`src/rtl/irq_front_pkg.sv`:
```
package irq_front_pkg;
  localparam int NUM_LINES = 16;
  localparam int LINE_W = $clog2(NUM_LINES);

  // Strobes the control half sends to the datapath half
  typedef struct packed {
    logic [NUM_LINES-1:0] clrEdge;
    logic                 clrKey;
  } ctlStrobe_t;
endpackage

```
`src/rtl/irq_front_dp.sv`:
```
module irq_front_dp
  import irq_front_pkg::*;
#(
  parameter logic [NUM_LINES-1:0] IMPL_MASK   = 16'hCFFA,
  parameter logic [NUM_LINES-1:0] LOW_MASK    = 16'h0100,
  parameter int                   KEY_LINE    = 1,
  parameter int                   SYNC_STAGES = 2
) (
  input  logic                 clk,
  input  logic                 rstN,
  input  logic [NUM_LINES-1:0] reqIn,
  input  logic [NUM_LINES-1:0] modeLevel,
  input  ctlStrobe_t           strb,
  output logic [NUM_LINES-1:0] pendingOut,
  output logic [NUM_LINES-1:0] activeOut,
  output logic                 keyLatch
);
  logic [NUM_LINES-1:0] activeRaw;
  logic [NUM_LINES-1:0] syncStage [SYNC_STAGES];
  logic [NUM_LINES-1:0] syncd;
  logic [NUM_LINES-1:0] prevQ;
  logic [NUM_LINES-1:0] rise;
  logic [NUM_LINES-1:0] edgeQ;
  logic                 keyQ;

  // Polarity correction and removal of unimplemented lines
  assign activeRaw = (reqIn ^ LOW_MASK) & IMPL_MASK;

  // Synchroniser chain
  always_ff @(posedge clk or negedge rstN) begin
    if (!rstN) syncStage[0] <= '0;
    else       syncStage[0] <= activeRaw;
  end

  for (genvar s = 1; s < SYNC_STAGES; s++) begin : g_sync
    always_ff @(posedge clk or negedge rstN) begin
      if (!rstN) syncStage[s] <= '0;
      else       syncStage[s] <= syncStage[s-1];
    end
  end

  assign syncd = syncStage[SYNC_STAGES-1];

  // Edge detection
  always_ff @(posedge clk or negedge rstN) begin
    if (!rstN) prevQ <= '0;
    else       prevQ <= syncd;
  end

  assign rise = syncd & ~prevQ;

  // Edge capture: a new edge wins over a clear; level mode holds no capture
  always_ff @(posedge clk or negedge rstN) begin
    if (!rstN) edgeQ <= '0;
    else       edgeQ <= ((edgeQ & ~strb.clrEdge) | rise) & ~modeLevel & IMPL_MASK;
  end

  // Keyboard-style latch, set wins over clear
  always_ff @(posedge clk or negedge rstN) begin
    if (!rstN) keyQ <= 1'b0;
    else       keyQ <= rise[KEY_LINE] | (keyQ & ~strb.clrKey);
  end

  assign pendingOut = ((modeLevel & syncd) | (~modeLevel & edgeQ)) & IMPL_MASK;
  assign activeOut  = syncd;
  assign keyLatch   = keyQ;
endmodule

```
`src/rtl/irq_front_ctl.sv`:
```
module irq_front_ctl
  import irq_front_pkg::*;
#(
  parameter logic [NUM_LINES-1:0] IMPL_MASK    = 16'hCFFA,
  parameter int                   ADDR_W       = 16,
  parameter logic [ADDR_W-1:0]    KEY_PORT     = 16'h0060,
  parameter int                   DEFAULT_LINE = 7
) (
  input  logic                 clk,
  input  logic                 rstN,
  input  logic                 modeWrEn,
  input  logic [NUM_LINES-1:0] modeWrData,
  input  logic                 maskWrEn,
  input  logic [NUM_LINES-1:0] maskWrData,
  input  logic                 ackReq,
  input  logic                 ioRd,
  input  logic [ADDR_W-1:0]    ioAddr,
  input  logic [NUM_LINES-1:0] pendingIn,
  input  logic [NUM_LINES-1:0] activeIn,
  output logic [NUM_LINES-1:0] modeQ,
  output logic [NUM_LINES-1:0] maskQ,
  output ctlStrobe_t           strb,
  output logic                 ackValid,
  output logic [LINE_W-1:0]    ackLine,
  output logic                 cpuInt
);
  logic [NUM_LINES-1:0] cand;
  logic                 found;
  logic [LINE_W-1:0]    win;
  logic                 withdrawn;
  logic [LINE_W-1:0]    ackNum;

  // Configuration registers, unimplemented bits held at zero
  always_ff @(posedge clk or negedge rstN) begin
    if (!rstN) begin
      modeQ <= '0;
      maskQ <= IMPL_MASK;
    end else begin
      if (modeWrEn) modeQ <= modeWrData & IMPL_MASK;
      if (maskWrEn) maskQ <= maskWrData & IMPL_MASK;
    end
  end

  // Lowest-numbered unmasked pending line
  assign cand = pendingIn & ~maskQ;

  always_comb begin
    found = 1'b0;
    win   = '0;
    for (int i = NUM_LINES - 1; i >= 0; i--) begin
      if (cand[i]) begin
        found = 1'b1;
        win   = LINE_W'(i);
      end
    end
  end

  assign withdrawn = found && !activeIn[win];
  assign ackNum    = (found && !withdrawn) ? win : LINE_W'(DEFAULT_LINE);

  always_comb begin
    for (int i = 0; i < NUM_LINES; i++) begin
      strb.clrEdge[i] = ackReq && found && (win == LINE_W'(i));
    end
    strb.clrKey = ioRd && (ioAddr == KEY_PORT);
  end

  // Acknowledge result register
  always_ff @(posedge clk or negedge rstN) begin
    if (!rstN) begin
      ackValid <= 1'b0;
      ackLine  <= '0;
    end else begin
      ackValid <= ackReq;
      if (ackReq) ackLine <= ackNum;
    end
  end

  assign cpuInt = |cand;
endmodule

```
`src/rtl/irq_front_end.sv`:
```
module irq_front_end
  import irq_front_pkg::*;
#(
  parameter logic [NUM_LINES-1:0] IMPL_MASK    = 16'hCFFA,
  parameter logic [NUM_LINES-1:0] LOW_MASK     = 16'h0100,
  parameter int                   KEY_LINE     = 1,
  parameter int                   SYNC_STAGES  = 2,
  parameter int                   ADDR_W       = 16,
  parameter logic [ADDR_W-1:0]    KEY_PORT     = 16'h0060,
  parameter int                   DEFAULT_LINE = 7
) (
  input  logic                 clk,
  input  logic                 rstN,
  input  logic [NUM_LINES-1:0] reqIn,
  input  logic                 modeWrEn,
  input  logic [NUM_LINES-1:0] modeWrData,
  output logic [NUM_LINES-1:0] modeRd,
  input  logic                 maskWrEn,
  input  logic [NUM_LINES-1:0] maskWrData,
  output logic [NUM_LINES-1:0] maskRd,
  input  logic                 ackReq,
  output logic                 ackValid,
  output logic [LINE_W-1:0]    ackLine,
  input  logic                 ioRd,
  input  logic [ADDR_W-1:0]    ioAddr,
  output logic                 keyLatch,
  output logic [NUM_LINES-1:0] pending,
  output logic                 cpuInt
);
  ctlStrobe_t           strb;
  logic [NUM_LINES-1:0] activeLines;
  logic [NUM_LINES-1:0] modeQ;

  irq_front_dp #(
    .IMPL_MASK(IMPL_MASK), .LOW_MASK(LOW_MASK),
    .KEY_LINE(KEY_LINE), .SYNC_STAGES(SYNC_STAGES)
  ) dpI (
    .clk(clk), .rstN(rstN), .reqIn(reqIn), .modeLevel(modeQ), .strb(strb),
    .pendingOut(pending), .activeOut(activeLines), .keyLatch(keyLatch)
  );

  irq_front_ctl #(
    .IMPL_MASK(IMPL_MASK), .ADDR_W(ADDR_W),
    .KEY_PORT(KEY_PORT), .DEFAULT_LINE(DEFAULT_LINE)
  ) ctlI (
    .clk(clk), .rstN(rstN),
    .modeWrEn(modeWrEn), .modeWrData(modeWrData),
    .maskWrEn(maskWrEn), .maskWrData(maskWrData),
    .ackReq(ackReq), .ioRd(ioRd), .ioAddr(ioAddr),
    .pendingIn(pending), .activeIn(activeLines),
    .modeQ(modeQ), .maskQ(maskRd), .strb(strb),
    .ackValid(ackValid), .ackLine(ackLine), .cpuInt(cpuInt)
  );

  assign modeRd = modeQ;
endmodule

```
`config.mk`:
```
export PLATFORM = sky130hd
export DESIGN_NAME = irq_front_end
export DESIGN_NICKNAME = d
export VERILOG_FILES = /design/src/rtl/irq_front_pkg.sv /design/src/rtl/irq_front_dp.sv /design/src/rtl/irq_front_ctl.sv /design/src/rtl/irq_front_end.sv
export SDC_FILE = /design/constraint.sdc
export NUM_CORES = 1
export LEC_CHECK = 0
export CORE_MARGIN = 4
export CORE_UTILIZATION = 25
export DETAILED_ROUTE_END_ITERATION = 6
export REMOVE_ABC_BUFFERS = 1
export SYNTH_ARGS = -nofsm -noshare
export SYNTH_HDL_FRONTEND = slang
export SYNTH_SLANG_ARGS = --single-unit
```
`constraint.sdc`:
```
create_clock -name clk -period 2.4 [get_ports clk]
set_input_delay 0.36 -clock clk [delete_from_list [all_inputs] [get_ports clk]]
set_output_delay 0.36 -clock clk [all_outputs]
set_load 0.05 [all_outputs]
```
==> results by group <==
Floorplanning
  • Die area: 15100 sq um
  • Core area: 12800 sq um
  • Initial core utilization: 25.8%
  • Die Y: 123 um
  • Number of I/O pins: 125
  • Die X: 123 um
  • Site row count: 41

Synth
  • Post-synth EDFFs: 0
  • Register area share after synthesis: 59.6%
  • Asr flop ratio synth: 100%
  • Synth Area in Adders: 0%
  • Compound-Gate Fraction of Synth Area: 14.1%
  • Cell Area, Synth: 3300 sq um
  • Cell count after synthesis: 267
  • Ys flop type: dfrtp_1
  • XOR/XNOR Fraction of Synth Area: 0%
  • Mean post-synth cell area: 12.4 sq um
  • Seq cells post-synth: 78
  • Netlist cell types: 55
  • Mux cell area share after synthesis: 11.2%
  • Main combinational cell family by area after synthesis: compound AO/OA/AOI/OAI gates
  • Simple logic cell fraction of the synthesized area: 9.41%
  • Yosys warnings: 0

Critical path
  • Worst path max stage delay: 370 ps
  • Crit path capture type: output port
  • Buf+Inv Stages, Crit Path: 2
  • Slowest cell on crit path: dfrtp_1
  • Cell family with most CP delay: simple AND/OR/NAND/NOR gates
  • Critical Path RT: 2040 ps
  • WP data arrival: 1950 ps
  • Worst-path cell chain: mux2i_2 -> inv_2 -> a22o_1 -> nor3_4 -> nand2_1 -> buf_4
  • CP Launch Type: flip-flop
  • Critical path peak fanout: 5
  • Crit path kind: flip-flop to output port

CTS
  • Num CTS Buffers: 9
  • CTS sink count: 78
  • Root Buffer: clkbuf_16
  • Htree depth: 3
  • Clock buffer depth: 2
  • Clock slew at reported path FFs: 60 ps
  • Worst-skew pair later-pin latency: 330 ps
  • TritonCTS clock tree: done

Routing
  • WL per Instance: 15.2 um
  • Total Routed Length: 8740 um
  • DRC viols: 0
  • Vias per cell: 4.41
  • Routed via count: 2541
  • Post-DRT Antenna Nets: 0
  • Pre-Repair DR Iteration Count: 4
  • Initial DRC count: 95

Status
  • Status: finished clean

Flow run
  • Max Cap Viol: 0

STA
  • Tmin final: 2310 ps
  • Hold Fails Final Rpt: 0
  • Hold slack: 340 ps
  • Max-slew violations: 0
  • Period utilisation layout: 96.2%
  • Final Setup Violations: 0
  • Fmax: 433 MHz
  • Slew margin rel.: 54.4%
  • Worst slew pin tran: 682 ps
  • Worst Skew: 8.32 ps
  • Slack of the critical path: 91.7 ps

Power
  • Cell Pwr Density: 839 nW/um^2
  • Lkg Pwr: 2.09 nW
  • Peak VDD IR: 0.374 mV

Placed design
  • HPWL Detailed: 6590 um
  • IO Port Bufs: 100
  • GPL Wtd Cong: 0.795
  • Worst slack, placed: 25.2 ps

GRT
  • Total GRT Usage: 11.8%
  • Largest net degree at the start of global routing: 47
  • Grt ovf: 0
  • First-pass GRT wire length: 13600 um
  • Antenna violations before repair: 0
  • Vias in the first global route: 2571

Min path
  • Worst hold path class: flip-flop to flip-flop

Finish
  • Layout cell share with drive strength beyond 1: 24.3%
  • Area growth syn-to-layout: 51.6%
  • Antenna Cells: 0
  • Fill count: 1236
  • Post-layout nets: 469
==> worst register-to-register path, stage by stage (launching register included) <==
cell and delay, ps:
dfrtp_1 400, mux2_4 340, o2bb2ai_2 180, o2111ai_4 280, a31oi_4 170, buf_4 170, a211o_1 230, o2111a_2 180
a32o_1 250
==> final timing paths <==
check                                       start                end  slack (ps)  cells past startpoint
worst max-delay path                ctlI.modeQ[5]             cpuInt          90                      6
max in group asynchronous                    rstN     ctlI.maskQ[10]        1260                      3
worst max register to register     ctlI.modeQ[10]    ctlI.ackLine[3]         100                      8
worst min register to register  dpI.syncStage[26]  dpI.activeOut[10]         340                      0
min in group asynchronous                    rstN  dpI.syncStage[30]         500                      2
worst min-delay path            dpI.syncStage[26]  dpI.activeOut[10]         340                      0
==> cell families after synthesis <==
kind of cell,after synthesis
flip-flops,78
AO/OA/AOI/OAI,62
other,1
multiplexers,33
buffers and inverters,35
AND/OR/NAND/NOR,58
==> placed cells by master (no fill, tap or decap), types with 2 or more instances in the layout <==
master	n
mux2_4	2
nand2_1	16
o2bb2ai_2	2
o211ai_1	3
clkbuf_16	9
nor2_1	11
inv_1	18
conb_1	12
a31oi_1	2
mux2i_1	6
mux2i_2	2
clkdlybuf4s50_1	97
buf_4	26
a21oi_1	16
bufinv_16	2
dfstp_2	12
o21ai_0	16
mux2_2	22
nor3_1	3
clkinv_2	3
nand3b_1	2
clkbuf_1	2
nor3b_1	2
nand2b_1	13
dfrtp_1	66
nand3_1	4
==> stage by stage <==
stage / total power [W] / util (%) / instance area [sq um] / TNS, ps / std cells
after floorplan: 0.00226 / - / 3230 / -294 / 262
after global placement: 0.00275 / 35.9 / 4590 / 0 / 553
after detailed placement: 0.00276 / 35.9 / 4590 / 0 / 553
after CTS: 0.00418 / 38.4 / 4910 / 0 / 570
after global routing: 0.00439 / 39.2 / 5000 / -79.0 / 576
final: 0.00420 / 39.2 / 5000 / 0 / 576
==> power breakdown <==
| group | leakage [nW] | internal [W] | total (W) | switching [W] |
|---|---|---|---|---|
| combinational | 1.03 | 0.000512 | 0.00127 | 0.000754 |
| sequential | 0.908 | 0.00145 | 0.00153 | 0.0000823 |
| clock | 0.153 | 0.000905 | 0.00140 | 0.000499 |
==> area by class of cell <==
type | instances | area (sq um) | area share (%)
inverter | 19 | 71.3 | 1.43
clock inverter | 5 | 75.1 | 1.50
sequential | 78 | 1970 | 39.3
multi-input combinational | 166 | 1240 | 24.9
clock buffer | 11 | 233 | 4.65
tap | 172 | 215 | 4.30
timing repair buffer | 125 | 1200 | 23.9
==> metal layers <==
layer  up-vias  track usage [%]  share of wire (%)
met4         0             3.36                1.2
met1      1240             14.4                 42
met3        11             4.29                8.4
met2        99             19.7                 49
met5         -                0                  0
li1       1191                -                  -
==> synthesized netlist by cell type (all sizes together) (2+ instances only) <==
cell	count	share of area, %
a211o	2	0.57
a211oi	2	0.61
a21o	2	0.49
a21oi	16	2.4
a31oi	3	1.0
buf	14	3.2
clkbuf	2	0.23
dfrtp	66	50
dfstp	12	9.6
inv	19	2.2
mux2	24	8.3
mux2i	9	2.8
nand2	16	1.8
nand2b	13	2.5
nand3	4	0.61
nand3b	2	0.46
nor2	11	1.3
nor3	4	0.95
nor3b	2	0.46
o2111ai	2	0.72
o211ai	4	1.1
o21ai	16	2.4
o22ai	2	0.57
o2bb2ai	3	0.99
==> state kept, by name, indices dropped and copies added (netlist names) <==
signal,count
ctlI.maskQ,12
ctlI.modeQ,12
dpI.activeOut,12
dpI.edgeQ,12
dpI.prevQ,12
dpI.syncStage,12
ctlI.ackLine,4
ctlI.ackValid,1
dpI.keyLatch,1
==> timing repair <==
action                                  CTS  global route
endpoints found under the setup margin    0            11
gates resized for setup                   0             7
hold buffers                              1             0
hold endpoints to repair                 26             0
buffers inserted                          0             5
Power figures use the tool's default switching activity.
